## src/rtl/irqpri_pkg.sv

```systemverilog
// Shared widths and register offsets of the interrupt priority controller.
package irqpri_pkg;
    localparam int DATA_W = 32;   // register word width
    localparam int ADDR_W = 8;    // byte offset width
    localparam int PRIO_W = 4;    // per-line priority width
    localparam int THR_W  = 8;    // stored threshold width
    localparam int SLOTS  = 32;   // line slots addressed by the bitmasks
    localparam int ID_W   = $clog2(SLOTS);

    localparam logic [ADDR_W-1:0] OFF_EN   = 8'h00;
    localparam logic [ADDR_W-1:0] OFF_KIND = 8'h04;
    localparam logic [ADDR_W-1:0] OFF_CLR  = 8'h08;
    localparam logic [ADDR_W-1:0] OFF_PRIO = 8'h10;
    localparam logic [ADDR_W-1:0] OFF_THR  = 8'h90;
endpackage

```

## src/rtl/irqpri_regs.sv

```systemverilog
// Register file: enable mask, trigger-kind mask, per-line priority and
// threshold, plus the write-one-to-clear strobe.
// Assumes 1 <= NUM_LINES <= 30; reads are combinational on bus_addr.
module irqpri_regs
    import irqpri_pkg::*;
#(
    parameter int NUM_LINES = 19
) (
    input  logic                             clk,
    input  logic                             rst_n,
    input  logic                             bus_valid,
    input  logic                             bus_write,
    input  logic [ADDR_W-1:0]                bus_addr,
    input  logic [DATA_W-1:0]                bus_wdata,
    output logic [DATA_W-1:0]                bus_rdata,
    output logic [NUM_LINES:1]               en_v,
    output logic [NUM_LINES:1]               edge_v,
    output logic [NUM_LINES:1]               clr_v,
    output logic [NUM_LINES:1][PRIO_W-1:0]   prio_v,
    output logic [THR_W-1:0]                 thr
);
    logic wr;
    logic unused_wdata;

    assign wr           = bus_valid && bus_write;
    assign unused_wdata = ^bus_wdata[DATA_W-1:NUM_LINES+1];

    // Enable and trigger-kind masks, one bit per line.
    always_ff @(posedge clk) begin
        if (!rst_n) begin
            en_v   <= '0;
            edge_v <= '0;
        end else if (wr && bus_addr == OFF_EN) begin
            en_v   <= bus_wdata[NUM_LINES:1];
        end else if (wr && bus_addr == OFF_KIND) begin
            edge_v <= bus_wdata[NUM_LINES:1];
        end
    end

    // Threshold register, low byte only.
    always_ff @(posedge clk) begin
        if (!rst_n)
            thr <= '0;
        else if (wr && bus_addr == OFF_THR)
            thr <= bus_wdata[THR_W-1:0];
    end

    // Clear strobe lasts only the write cycle and is never stored.
    assign clr_v = (wr && bus_addr == OFF_CLR) ? bus_wdata[NUM_LINES:1] : '0;

    // One priority register per implemented line.
    for (genvar g = 1; g <= NUM_LINES; g++) begin : g_prio
        localparam logic [ADDR_W-1:0] MY_OFF = ADDR_W'(int'(OFF_PRIO) + 4 * g);
        logic [PRIO_W-1:0] pr;
        always_ff @(posedge clk) begin
            if (!rst_n)
                pr <= '0;
            else if (wr && bus_addr == MY_OFF)
                pr <= bus_wdata[PRIO_W-1:0];
        end
        assign prio_v[g] = pr;
    end

    // Read multiplexer; unmapped offsets and unused bits return zero.
    always_comb begin
        bus_rdata = '0;
        if (bus_addr == OFF_EN)
            bus_rdata[NUM_LINES:1] = en_v;
        else if (bus_addr == OFF_KIND)
            bus_rdata[NUM_LINES:1] = edge_v;
        else if (bus_addr == OFF_THR)
            bus_rdata[THR_W-1:0] = thr;
        else
            for (int i = 1; i <= NUM_LINES; i++)
                if (bus_addr == ADDR_W'(int'(OFF_PRIO) + 4 * i))
                    bus_rdata[PRIO_W-1:0] = prio_v[i];
    end

    p_clear_reads_zero_r3: assert property (@(posedge clk) disable iff (!rst_n)
        (bus_addr == OFF_CLR) |-> (bus_rdata == '0));

    p_thr_upper_zero_r2: assert property (@(posedge clk) disable iff (!rst_n)
        (bus_addr == OFF_THR) |-> (bus_rdata[DATA_W-1:THR_W] == '0));
endmodule

```

## src/rtl/irqpri_pend.sv

```systemverilog
// Pending state per line: level lines follow the sampled input, edge lines
// latch a rising edge until a clear. Assumes line inputs are synchronous.
module irqpri_pend
    import irqpri_pkg::*;
#(
    parameter int NUM_LINES = 19
) (
    input  logic                 clk,
    input  logic                 rst_n,
    input  logic [NUM_LINES:1]   src,
    input  logic [NUM_LINES:1]   edge_v,
    input  logic [NUM_LINES:1]   clr_v,
    output logic [NUM_LINES:1]   pend_v
);
    logic [NUM_LINES:1] src_q;
    logic [NUM_LINES:1] latch_v;
    logic [NUM_LINES:1] held_v;

    // Input sample, also the reference for rising-edge detection.
    always_ff @(posedge clk) begin
        if (!rst_n) src_q <= '0;
        else        src_q <= src;
    end

    for (genvar g = 1; g <= NUM_LINES; g++) begin : g_line
        logic lat;
        // Edge latch: set on rise (wins over clear), dropped in level mode.
        always_ff @(posedge clk) begin
            if (!rst_n || !edge_v[g])
                lat <= 1'b0;
            else if (src[g] && !src_q[g])
                lat <= 1'b1;
            else if (clr_v[g])
                lat <= 1'b0;
        end
        assign latch_v[g] = lat;
        assign pend_v[g]  = edge_v[g] ? lat : src_q[g];
    end

    assign held_v = latch_v & edge_v & ~clr_v;

    p_edge_hold_r5: assert property (@(posedge clk) disable iff (!rst_n)
        (held_v != '0) |=> ((($past(held_v) & ~latch_v) == '0) || ($past(edge_v) != edge_v)));
endmodule

```

## src/rtl/irqpri_arb.sv

```systemverilog
// Priority selection: filters eligible lines against the threshold and
// registers the highest-priority, lowest-numbered winner.
module irqpri_arb
    import irqpri_pkg::*;
#(
    parameter int NUM_LINES = 19
) (
    input  logic                             clk,
    input  logic                             rst_n,
    input  logic [NUM_LINES:1]               en_v,
    input  logic [NUM_LINES:1]               pend_v,
    input  logic [NUM_LINES:1][PRIO_W-1:0]   prio_v,
    input  logic [THR_W-1:0]                 thr,
    output logic                             irq_req,
    output logic [ID_W-1:0]                  irq_id
);
    logic [NUM_LINES:1] cand;
    logic [PRIO_W-1:0]  best_p;
    logic [ID_W-1:0]    best_id;
    logic               found;

    for (genvar g = 1; g <= NUM_LINES; g++) begin : g_cand
        assign cand[g] = en_v[g] && pend_v[g] && (prio_v[g] != '0) &&
                         ({{(THR_W-PRIO_W){1'b0}}, prio_v[g]} >= thr);
    end

    // Scan upward; strict compare keeps the lowest number on a tie.
    always_comb begin
        best_p  = '0;
        best_id = '0;
        found   = 1'b0;
        for (int i = 1; i <= NUM_LINES; i++) begin
            if (cand[i] && prio_v[i] > best_p) begin
                best_p  = prio_v[i];
                best_id = ID_W'(i);
                found   = 1'b1;
            end
        end
    end

    // Output register toward the core.
    always_ff @(posedge clk) begin
        if (!rst_n) begin
            irq_req <= 1'b0;
            irq_id  <= '0;
        end else begin
            irq_req <= found;
            irq_id  <= best_id;
        end
    end
endmodule

```

## src/rtl/irqpri_ctrl.sv

```systemverilog
// Top of the interrupt priority controller: register port, pending capture
// and arbitration. Assumes 1 <= NUM_LINES <= 30 so slot 31 stays unconnected.
module irqpri_ctrl
    import irqpri_pkg::*;
#(
    parameter int NUM_LINES = 19
) (
    input  logic              clk,
    input  logic              rst_n,
    input  logic              bus_valid,
    input  logic              bus_write,
    input  logic [ADDR_W-1:0] bus_addr,
    input  logic [DATA_W-1:0] bus_wdata,
    output logic [DATA_W-1:0] bus_rdata,
    input  logic [SLOTS-1:0]  line_src,
    output logic              irq_req,
    output logic [ID_W-1:0]   irq_id
);
    logic [NUM_LINES:1]             en_v, edge_v, clr_v, pend_v;
    logic [NUM_LINES:1][PRIO_W-1:0] prio_v;
    logic [THR_W-1:0]               thr;
    logic                           unused_src;

    assign unused_src = ^{line_src[SLOTS-1:NUM_LINES+1], line_src[0]};

    irqpri_regs #(.NUM_LINES(NUM_LINES)) u_regs (
        .clk(clk), .rst_n(rst_n), .bus_valid(bus_valid), .bus_write(bus_write),
        .bus_addr(bus_addr), .bus_wdata(bus_wdata), .bus_rdata(bus_rdata),
        .en_v(en_v), .edge_v(edge_v), .clr_v(clr_v), .prio_v(prio_v), .thr(thr)
    );

    irqpri_pend #(.NUM_LINES(NUM_LINES)) u_pend (
        .clk(clk), .rst_n(rst_n), .src(line_src[NUM_LINES:1]),
        .edge_v(edge_v), .clr_v(clr_v), .pend_v(pend_v)
    );

    irqpri_arb #(.NUM_LINES(NUM_LINES)) u_arb (
        .clk(clk), .rst_n(rst_n), .en_v(en_v), .pend_v(pend_v),
        .prio_v(prio_v), .thr(thr), .irq_req(irq_req), .irq_id(irq_id)
    );

    // Assertion support: previous-cycle view of live lines and priorities.
    logic [SLOTS-1:0]             live_q;
    logic [SLOTS-1:0][PRIO_W-1:0] prio_q;

    always_ff @(posedge clk) begin
        if (!rst_n) live_q <= '0;
        else        live_q <= {{(SLOTS-NUM_LINES-1){1'b0}}, en_v & pend_v, 1'b0};
    end

    for (genvar g = 0; g < SLOTS; g++) begin : g_shadow
        if (g >= 1 && g <= NUM_LINES) begin : g_on
            always_ff @(posedge clk) begin
                if (!rst_n) prio_q[g] <= '0;
                else        prio_q[g] <= prio_v[g];
            end
        end else begin : g_off
            assign prio_q[g] = '0;
        end
    end

    p_reset_idle_r1: assert property (@(posedge clk) disable iff (!rst_n)
        $rose(rst_n) |-> (!irq_req && irq_id == '0));

    p_id_range_r9: assert property (@(posedge clk) disable iff (!rst_n)
        irq_req |-> (irq_id != '0 && int'(irq_id) <= NUM_LINES));

    p_idle_id_zero_r8: assert property (@(posedge clk) disable iff (!rst_n)
        !irq_req |-> (irq_id == '0));

    p_winner_live_r6: assert property (@(posedge clk) disable iff (!rst_n)
        irq_req |-> live_q[irq_id]);

    p_winner_above_thr_r10: assert property (@(posedge clk) disable iff (!rst_n)
        irq_req |-> (prio_q[irq_id] != '0 &&
                     {{(THR_W-PRIO_W){1'b0}}, prio_q[irq_id]} >= $past(thr)));
endmodule

```

## config.mk

```make
export PLATFORM = sky130hd
export DESIGN_NAME = irqpri_ctrl
export DESIGN_NICKNAME = d
export VERILOG_FILES = /design/src/rtl/irqpri_pkg.sv /design/src/rtl/irqpri_regs.sv /design/src/rtl/irqpri_pend.sv /design/src/rtl/irqpri_arb.sv /design/src/rtl/irqpri_ctrl.sv
export SDC_FILE = /design/constraint.sdc
export NUM_CORES = 1
export LEC_CHECK = 0
export ABC_AREA = 1
export BUFFER_PORTS_ARGS = -buffer_cell sky130_fd_sc_hd__buf_4
export CAP_MARGIN = 40
export CORE_AREA = 2 2 231 233
export CTS_CLUSTER_DIAMETER = 120
export DETAILED_ROUTE_END_ITERATION = 16
export DIE_AREA = 0 0 233 235
export PLACE_DENSITY = 0.46
export SYNTH_ARGS = -nofsm -noshare
export SYNTH_HDL_FRONTEND = slang
export SYNTH_HIERARCHICAL = 1
export SYNTH_SLANG_ARGS = --single-unit
```

## constraint.sdc

```tcl
create_clock -name clk -period 50.7 [get_ports clk]
set_input_delay 2.535 -clock clk [delete_from_list [all_inputs] [get_ports clk]]
set_output_delay 2.535 -clock clk [all_outputs]
set_load 0.02 [all_outputs]
```

# ---- Word level (Yosys, flattened, before mapping)
# Index checks and enable logic that the tools add are counted.
dict set report word_totals {
  out_inout_bits 38
  register_bits 166
  inputBits 76
  word_cells 465
}
dict set report classes {
  n_bitwise 2
  n_lt_le_gt_ge 38
  n_reduce_logical 218
  muxes 140
  n_eq_ne 22
}
# op count
set ops {}
lappend ops {{$mux W4} 47}
lappend ops {{$ge A4 B8 Y1} 19}
lappend ops {{$logic_and A1 B1 Y1} 119}
lappend ops {{$mux W1} 79}
lappend ops {{$reduce_bool A4 Y1} 19}
lappend ops {{$gt A4 B4 Y1} 18}
lappend ops {{$eq A8 B6 Y1 const B} 8}
lappend ops {{$eq A8 B7 Y1 const B} 8}
lappend ops {{$logic_not A1 Y1} 39}
lappend ops {{$mux W19} 2}
lappend ops {{$reduce_bool A2 Y1} 19}
lappend ops {{$eq A8 B5 Y1 const B} 3}
lappend ops {{$mux W5} 4}
lappend ops {{$logic_or A1 B1 Y1} 19}
lappend ops {{$mux W12} 1}
lappend ops {{$mux W3} 4}
lappend ops {{$eq A8 B3 Y1 const B} 1}
lappend ops {{$eq A8 B4 Y1 const B} 1}
lappend ops {{$eq A8 B8 Y1 const B} 1}
lappend ops {{$logic_not A8 Y1} 1}
lappend ops {{$mux W7} 1}
lappend ops {{$reduce_or A5 Y1} 1}
lappend ops {{$gt A4 B1 Y1 const B} 1}
lappend ops {{$mux W2} 2}
lappend ops {{2 further kinds} 3}

# ---- Logic depth before layout (Yosys ltp)
# Gate-level depths: netlist of the first run.
dict set report logic_depth {
  word_depth 60
  depth_mapped 166
  ltp_nobuf 158
}

# ---- Hierarchy
# The synthesis of the first run kept the hierarchy.
# mod instances cells_per_inst area_each_um2 seq_area_each_um2
set modules_own_cells {}
lappend modules_own_cells {irqpri_arb 1 887 5728.0 120.1}
lappend modules_own_cells {irqpri_regs 1 800 5669.2 2442.3}
lappend modules_own_cells {irqpri_pend 1 232 1590.3 760.7}

# ---- Worst setup path after synthesis of the first run
# Ideal clock, no wire load.
dict set report synth_timing {
  path_kind {register -> register}
  start {register u_regs.thr[3]}
  end {register u_arb.irq_req}
  period_less_slack_ps 18883
  setup_time_ps 117
  t_arrival_ps 18766
  required_ps 50583
  path_stages_with_launch 163
  slack_ps 31817
  path_cell_list {dfxtp_1 -> inv_1 -> ha_1 -> nand2_1 -> nor2_1 -> nor2_1 -> nand2_1 -> nand2_2 -> inv_1 -> nand2_1 -> ha_1 -> nand2_1 -> inv_2 -> nand2_1 -> nand3_1 -> nand3_4 -> inv_1 -> o21ai_0 -> (+127 left out) -> and2_1 -> ha_1 -> inv_1 -> o21bai_1 -> a21oi_1 -> nor2_1 -> o2111ai_1 -> nand3_1 -> o21ai_1 -> ha_1 -> a21oi_1 -> o21ai_0 -> o211ai_1 -> nand2_1 -> inv_1 -> nand3_1 -> nand2_1 -> o21ai_1}
}
dict set report synth_between {
  elab_chain_len 58
  elab_cells_between_ends 112
  cone_classes {order compare: 37; mux: 37; reduce/logical: 38}
}
# element line
set synth_lines {}
lappend synth_lines {{start: declaration} irqpri_regs.sv:20} ;# output logic [THR_W-1:0] thr
lappend synth_lines {{start signal: assignment} irqpri_regs.sv:45} ;# thr <= bus_wdata[THR_W-1:0];
lappend synth_lines {{$ge A4 B8 Y1} irqpri_arb.sv:24} ;# ({{(THR_W-PRIO_W){1'b0}}, prio_v[g]} >= thr);
lappend synth_lines {{$logic_and A1 B1 Y1} irqpri_arb.sv:23} ;# assign cand[g] = en_v[g] && pend_v[g] && (prio_v[g] != '0) &&
lappend synth_lines {{$logic_and A1 B1 Y1} irqpri_arb.sv:33} ;# if (cand[i] && prio_v[i] > best_p) begin
lappend synth_lines {{$mux W4} irqpri_arb.sv:33}
lappend synth_lines {{$gt A4 B4 Y1} irqpri_arb.sv:33}
lappend synth_lines {{$logic_and A1 B1 Y1} irqpri_arb.sv:33}
lappend synth_lines {{$mux W4} irqpri_arb.sv:33}
lappend synth_lines {{$gt A4 B4 Y1} irqpri_arb.sv:33}
lappend synth_lines {{(+42 left out)} n/a}
lappend synth_lines {{$logic_and A1 B1 Y1} irqpri_arb.sv:33}
lappend synth_lines {{$mux W4} irqpri_arb.sv:33}
lappend synth_lines {{$gt A4 B4 Y1} irqpri_arb.sv:33}
lappend synth_lines {{$logic_and A1 B1 Y1} irqpri_arb.sv:33}
lappend synth_lines {{$mux W4} irqpri_arb.sv:33}
lappend synth_lines {{$gt A4 B4 Y1} irqpri_arb.sv:33}
lappend synth_lines {{$logic_and A1 B1 Y1} irqpri_arb.sv:33}
lappend synth_lines {{$mux W1 *} irqpri_arb.sv:33}
lappend synth_lines {{end signal: assignment} irqpri_arb.sv:47} ;# irq_req <= found;
lappend synth_lines {{end: declaration} irqpri_arb.sv:14} ;# output logic irq_req,
# Mark *: on every way between the ends. The rest lies on a longest branch, timed or not.
# A chain may end at the register's enable or synchronous reset.

# ---- Final worst setup path of the first run
dict set report layout_timing {
  start {register u_regs.thr[3]}
  end {register u_arb.irq_id[3]}
}
dict set report layout_between {
  elab_chain_len 58
  elab_cells_between_ends 102
  cone_classes {order compare: 37; mux: 26; reduce/logical: 39}
}
# element line
set layout_lines {}
lappend layout_lines {{$ge A4 B8 Y1} irqpri_arb.sv:24}
lappend layout_lines {{$logic_and A1 B1 Y1} irqpri_arb.sv:23}
lappend layout_lines {{$logic_and A1 B1 Y1} irqpri_arb.sv:33}
lappend layout_lines {{$mux W4} irqpri_arb.sv:33}
lappend layout_lines {{$gt A4 B4 Y1} irqpri_arb.sv:33}
lappend layout_lines {{$logic_and A1 B1 Y1} irqpri_arb.sv:33}
lappend layout_lines {{$mux W4} irqpri_arb.sv:33}
lappend layout_lines {{$gt A4 B4 Y1} irqpri_arb.sv:33}
lappend layout_lines {{(+42 left out)} n/a}
lappend layout_lines {{$logic_and A1 B1 Y1} irqpri_arb.sv:33}
lappend layout_lines {{$mux W4} irqpri_arb.sv:33}
lappend layout_lines {{$gt A4 B4 Y1} irqpri_arb.sv:33}
lappend layout_lines {{$logic_and A1 B1 Y1} irqpri_arb.sv:33}
lappend layout_lines {{$mux W4} irqpri_arb.sv:33}
lappend layout_lines {{$gt A4 B4 Y1} irqpri_arb.sv:33}
lappend layout_lines {{$logic_and A1 B1 Y1} irqpri_arb.sv:33}
lappend layout_lines {{$reduce_or A5 Y1 (no source line)} n/a}
lappend layout_lines {{end signal: assignment} irqpri_arb.sv:48} ;# irq_id <= best_id;
lappend layout_lines {{end: declaration} irqpri_arb.sv:15} ;# output logic [ID_W-1:0] irq_id
# Parallel ways exist; a longest one is shown, timed or not.

==> results of run 1 <==
-- power by group --
group	switching (mW)	total (mW)	leakage, nW	internal [mW]
logic	0.0120	0.0168	4.99	0.00481
clock network	0.0629	0.132	0.272	0.0690
registers	0.000318	0.132	1.34	0.131
-- layout by cell type (no fill, tap or decap), types with 18 or more instances in the layout --
| master | instances |
|---|---|
| nor2_2 | 26 |
| a21oi_1 | 155 |
| buf_4 | 89 |
| nand3_2 | 25 |
| inv_1 | 284 |
| inv_2 | 18 |
| nor2_4 | 18 |
| nand2_1 | 404 |
| nand3_1 | 121 |
| nor2_1 | 90 |
| o21bai_1 | 28 |
| nand4_1 | 38 |
| o21ai_0 | 170 |
| dfxtp_1 | 166 |
| ha_1 | 134 |
| a21boi_0 | 24 |
| nand2_2 | 31 |
-- synthesized netlist by cell type, drive strengths merged, types with 4 or more instances --
cell,instances,area share
clkbuf,31,0.0090
and2,5,0.0024
nand3,149,0.070
nor2,135,0.055
o22ai,4,0.0019
clkinv,4,0.0012
buf,34,0.020
a21oi,167,0.068
a21boi,24,0.014
a31oi,4,0.0019
nor3,18,0.0073
o21ai,179,0.069
dfxtp,166,0.26
a22o,14,0.0094
o211ai,6,0.0035
nor4,16,0.0093
nand4,38,0.018
inv,303,0.088
nand2,452,0.15
o21bai,28,0.016
ha,134,0.13
-- layout make-up --
type / instances / share of cell area
Clock buffer: 18 / 0.0290
Multi-Input combinational cell: 1392 / 0.553
Timing Repair Buffer: 90 / 0.0471
Tap cell: 688 / 0.0582
Inverter: 307 / 0.0781
Clock inverter: 13 / 0.00931
Sequential cell: 166 / 0.225
-- critical path, delay by kind of cell, from the launching register on --
kind	cells	cell delay, ns
buffers and inverters	22	1.70
AOI/OAI and AO/OA	33	5.62
and+or+nand+nor	74	8.90
adders and majority gates	19	6.06
DFF	1	0.32
-- path summary, 6_finish.rpt --
path                                            from  cells after the start  slack (ns)                                  to
setup reg to reg          u_regs/thr[3]$_SDFFE_PN0P_                    148       27.94          u_arb/irq_id[3]$_SDFF_PP0_
setup / recovery          u_regs/thr[3]$_SDFFE_PN0P_                    148       27.94          u_arb/irq_id[3]$_SDFF_PP0_
hold reg to reg   u_pend/g_line[12].lat$_SDFFE_PP0P_                      2        0.46  u_pend/g_line[12].lat$_SDFFE_PP0P_
hold / removal    u_pend/g_line[12].lat$_SDFFE_PP0P_                      2        0.46  u_pend/g_line[12].lat$_SDFFE_PP0P_
-- layer usage --
| layer | vias up | wire, µm | global-route usage |
|---|---|---|---|
| li1 | 6414 | - | - |
| met1 | 5846 | 20300 | 0.207 |
| met2 | 243 | 19600 | 0.253 |
| met3 | 41 | 1700 | 0.0257 |
| met4 | 0 | 943 | 0.0452 |
| met5 | - | 0 | 0 |
-- through the flow --
stage               power (mW)  worst slack, ns  instance area (µm²)  hold slack (ns)
global placement         0.151            27.94                14200            0.447
detailed placement       0.151            28.04                14200            0.449
CTS                      0.284            27.99                14800            0.461
finish                   0.280            27.94                14800            0.460
floorplan                0.144            31.82                13000            0.439
global route             0.291            25.57                14800            0.483
-- logic make-up (layout without fill, tap and decap cells) --
kind of cell	Yosys count	count (layout)
buf+inv	372	428
compound gates	431	431
other cells	1	12
simple gates	815	815
flops	166	166
fa+ha+maj	134	134
-- state kept, by name, summed over array words and instances (netlist names) --
signal	cells
u_regs/g_prio.pr	76
u_regs/en_v	19
u_arb/irq_req	1
u_pend/src_q	19
u_regs/edge_v	19
u_pend/g_line.lat	19
u_arb/irq_id	5
u_regs/thr	8
==> results.py, run 1 <==
metrics = {
    "synthesis": {
        "syn_area_um2": 13000,
        "synth_compound_area_frac": 0.187,
        "synth_top_family_by_area": "simple AND/OR/NAND/NOR gates",
        "synth-simple-area-share": 0.310,
        "synthAdderAreaFrac": 0.129,
        "synthXorXnorAreaFrac": 0,
        "yosys_register_bits": 166,
        "ys_types": 44,
        "synth_edf_count": 0,
        "synth_mux_area_frac": 0,
        "synthArstFlopShare": 0,
        "postSynthCellCount": 1919,
        "ys_warn_count": 6,
        "synth_flop_cell": "dfxtp_1",
        "ys_seq_area_frac": 0.256,
        "syn_area_per_cell_um2": 6.77,
    },
    "floorplanning": {
        "coreArea_um2": 52200,
        "die_w_um": 233,
        "dieArea_um2": 54800,
        "chipHeight_um": 235,
        "io_pins": 114,
        "rows": 84,
        "initial_utilization": 0.249,
    },
    "power_and_ir_drop": {
        "leakagePower_nw": 6.60,
        "ir_drop_v": 0.0000188,
        "p_per_area_nw_per_um2": 19.0,
    },
    "critical_path": {
        "cp-start-kind": "flip-flop",
        "crit_path_max_fanout": 19,
        "setup.worst_path.class": "reg2reg",
        "worst_path_most_repeated_cell": "nand2_1",
        "slowest_stage": "o21ai_0",
        "crit_arrival_ns": 23.13,
        "cp_data_required_time_ns": 51.07,
        "critPathCaptureType": "flip-flop",
        "worst_path_largest_cell_delay_ns": 0.43,
    },
    "cts": {
        "clk_pin_slew_ns": 0.07,
        "tritoncts": "yes",
        "clockBufferDepth": 2,
        "cts_resized": 0,
        "clock_latency_ns": 0.45,
        "postCtsHoldBufs": 0,
        "htree_levels": 4,
        "numCtsBuffers": 17,
        "post_cts_buffers": 0,
        "numClockSinks": 166,
        "clock-root-buffer": "clkbuf_16",
    },
    "final_layout": {
        "regArea_um2": 3320,
        "multi_input_area_um2": 8180,
        "finish.utilization": 0.283,
        "nFillCells": 5749,
        "diodes": 0,
        "fin_cells": 2674,
        "synthToLayoutAreaGrowth_pct": 13.8,
        "drive_gt1_frac": 0.139,
        "finalNetCount": 2184,
    },
    "sta": {
        "fin_skew_ns": 0.00707,
        "min_period_ns": 22.76,
        "relSlewSlack": 0.484,
        "final_hold_viol_count": 0,
        "rsz0062_at_grt": "false",
        "worst_slew_pin_slew_ns": 0.771,
        "period_share": 0.449,
        "tns_ns": 0,
        "report.final.slew_viol_count": 0,
        "setup_viol": 0,
        "clock.fmax_ghz": 0.0439,
    },
    "global_routing": {
        "grt_pass1_vias": 11900,
        "gr-total-overflow": 0,
        "grt_usage": 0.154,
        "antenna_found_initial": 0,
        "grt_max_degree": 65,
        "grt_pass1_wl_mm": 66.0,
    },
    "route": {
        "drt_iter0_markers": 871,
        "drcViolationCount": 0,
        "finalWirelength_mm": 42.5,
        "wire_per_inst_um": 15.9,
        "drt-pass1-iter-count": 7,
        "antenna_left": 0,
        "dr_total_vias": 12500,
        "viasPerCell": 4.69,
    },
    "placed_design": {
        "port_buffers": 76,
        "dp.cells": 2643,
        "detailed_place_hpwl_mm": 31.0,
        "gp_congestion": 0.854,
    },
    "run": {
        "maxCapViolations": 0,
    },
    "status": {
        "status": "finished, final reports clean",
    },
    "worst_hold_path": {
        "worstHoldPathType": "reg2reg",
    },
}
Power figures use the tool's default switching activity.
==> run 2: changes to the inputs <==
Clock period 50.7 ns to 22 ns, I/O delays scaled along.
==> run 2 against run 1 <==
Non-clock buffer count increased by 24. Clock power is 130% higher. Sequential share of layout area fell by 0.47 points. Combinational power increased by 130%. Critical path depth up 4. Final area grew 2.3%. Largest cell class unchanged. Largest power group unchanged. Highest routed layer is now met5.
==> results.py, run 2 (same netlist as run 1, synthesis figures left out) <==
metrics = {
    "placed_design": {
        "dp.cells": 2649,
        "gp_congestion": 0.821,
        "port_buffers": 76,
        "detailed_place_hpwl_mm": 31.3,
        "placed_area_um2": 14300,
    },
    "cts": {
        "htree_levels": 4,
        "clock-root-buffer": "clkbuf_16",
        "tritoncts": "yes",
        "clock_latency_ns": 0.45,
        "numCtsBuffers": 17,
        "numClockSinks": 166,
        "clk_pin_slew_ns": 0.07,
        "postCtsHoldBufs": 0,
        "clockBufferDepth": 2,
    },
    "power_and_ir_drop": {
        "leakagePower_nw": 6.71,
        "p_per_area_nw_per_um2": 42.4,
        "ir_drop_v": 0.0000372,
    },
    "floorplanning": {
        "chipHeight_um": 235,
        "rows": 84,
        "dieArea_um2": 54800,
        "die_w_um": 233,
        "initial_utilization": 0.249,
        "io_pins": 114,
        "coreArea_um2": 52200,
    },
    "final_layout": {
        "final_cell_mix": "nand2_1 (396), inv_1 (281), dfxtp_1 (161)",
        "drive_gt1_frac": 0.165,
        "fin_cells": 2699,
        "largest_register_ffs": 76,
        "layout_commonest_cell": "nand2_1",
        "nFillCells": 5796,
        "diodes": 0,
        "synthToLayoutAreaGrowth_pct": 16.5,
        "regMostFlops": "u_regs/g_prio.pr",
        "finish.utilization": 0.290,
        "final_area_um2": 15100,
        "finalNetCount": 2208,
    },
    "run": {
        "maxCapViolations": 0,
    },
    "critical_path": {
        "setup.worst_path.class": "reg2reg",
        "crit_path_max_fanout": 11,
        "critPathCaptureType": "flip-flop",
        "cp-start-kind": "flip-flop",
        "worst_path_most_repeated_cell": "nand2_1",
        "slowest_stage": "o21ai_0",
        "crit_arrival_ns": 20.52,
        "cp_data_required_time_ns": 22.35,
        "worst_path_largest_cell_delay_ns": 0.40,
    },
    "global_routing": {
        "antenna_found_initial": 1,
        "grt_max_degree": 77,
        "grt_usage": 0.155,
        "gr-total-overflow": 0,
        "grt_pass1_wl_mm": 66.4,
        "grt_pass1_vias": 11900,
    },
    "sta": {
        "worst_slew_pin_slew_ns": 0.760,
        "relSlewSlack": 0.494,
        "setup_viol": 0,
        "fin_skew_ns": 0.0152,
        "min_period_ns": 20.17,
        "period_share": 0.917,
        "report.final.slew_viol_count": 0,
        "final_hold_viol_count": 0,
        "clock.fmax_ghz": 0.0496,
    },
    "route": {
        "dr_total_vias": 12700,
        "antenna_left": 0,
        "wire_per_inst_um": 15.8,
        "drcViolationCount": 0,
        "drt_iter0_markers": 750,
        "viasPerCell": 4.69,
        "drt-pass1-iter-count": 5,
        "finalWirelength_mm": 42.5,
    },
    "worst_hold_path": {
        "worstHoldPathType": "reg2reg",
    },
    "status": {
        "status": "finished, final reports clean",
    },
}
## run 2: power by group
group | total, mW | switching, mW | internal, mW | leakage, nW
clock | 0.300 | 0.140 | 0.161 | 0.269
combinational | 0.0387 | 0.0273 | 0.0113 | 5.10
sequential | 0.303 | 0.000711 | 0.302 | 1.34
total | 0.642 | 0.168 | 0.474 | 6.71
## run 2: cell type report
cell class | count | area, µm² | area share
multi-input cells | 1392 | 8330 | 0.551
flip-flops and latches | 166 | 3330 | 0.220
inverters | 307 | 1150 | 0.0764
repair buffers | 114 | 885 | 0.0585
well taps | 688 | 861 | 0.0569
clock buffers | 20 | 447 | 0.0295
clock inverters | 12 | 121 | 0.00802
## run 2: critical path, delay by kind of cell, from the launching register on
kind	cells	cell delay (ns)
AO/OA/AOI/OAI	34	4.48
adder cells (fa/ha/maj)	19	5.94
buffers and inverters	25	1.63
flip-flops	1	0.34
AND/OR/NAND/NOR	74	7.59
## run 2: metrics by stage
stage	TNS (ns)	total power, mW	hold WS, ns	setup WS (ns)
2_1_floorplan	0	0.333	0.439	3.12
3_3_place_gp	0	0.348	0.446	0.424
3_5_place_dp	0	0.349	0.450	0.209
4_1_cts	0	0.653	0.462	0.117
5_1_grt	-0.00299	0.669	0.491	-0.00280
6_report	0	0.642	0.460	1.83
## run 2: timing repair
item,CTS,global route
resized for setup,0,69
setup endpoints to repair,0,6
hold endpoints to repair,0,0
setup buffers,0,17
## run 2: routing by layer
layer / global-route usage / routed length (µm) / vias to the layer above
met2: 0.258 / 19800 / 265
met4: 0.0428 / 769 / 2
met3: 0.0200 / 1580 / 50
met5: 0 / 10 / -
li1: - / - / 6478
met1: 0.210 / 20400 / 5860
## run 2: final timing paths
| path | start | end | slack, ns | cells after the start |
|---|---|---|---|---|
| hold reg to reg | u_pend/g_line[13].lat$_SDFFE_PP0P_ | u_pend/g_line[13].lat$_SDFFE_PP0P_ | 0.46 | 2 |
| setup reg to reg | u_regs/thr[3]$_SDFFE_PN0P_ | u_arb/irq_id[1]$_SDFF_PN0_ | 1.83 | 152 |
| setup / recovery | u_regs/thr[3]$_SDFFE_PN0P_ | u_arb/irq_id[1]$_SDFF_PN0_ | 1.83 | 152 |
| hold / removal | u_pend/g_line[13].lat$_SDFFE_PP0P_ | u_pend/g_line[13].lat$_SDFFE_PP0P_ | 0.46 | 2 |
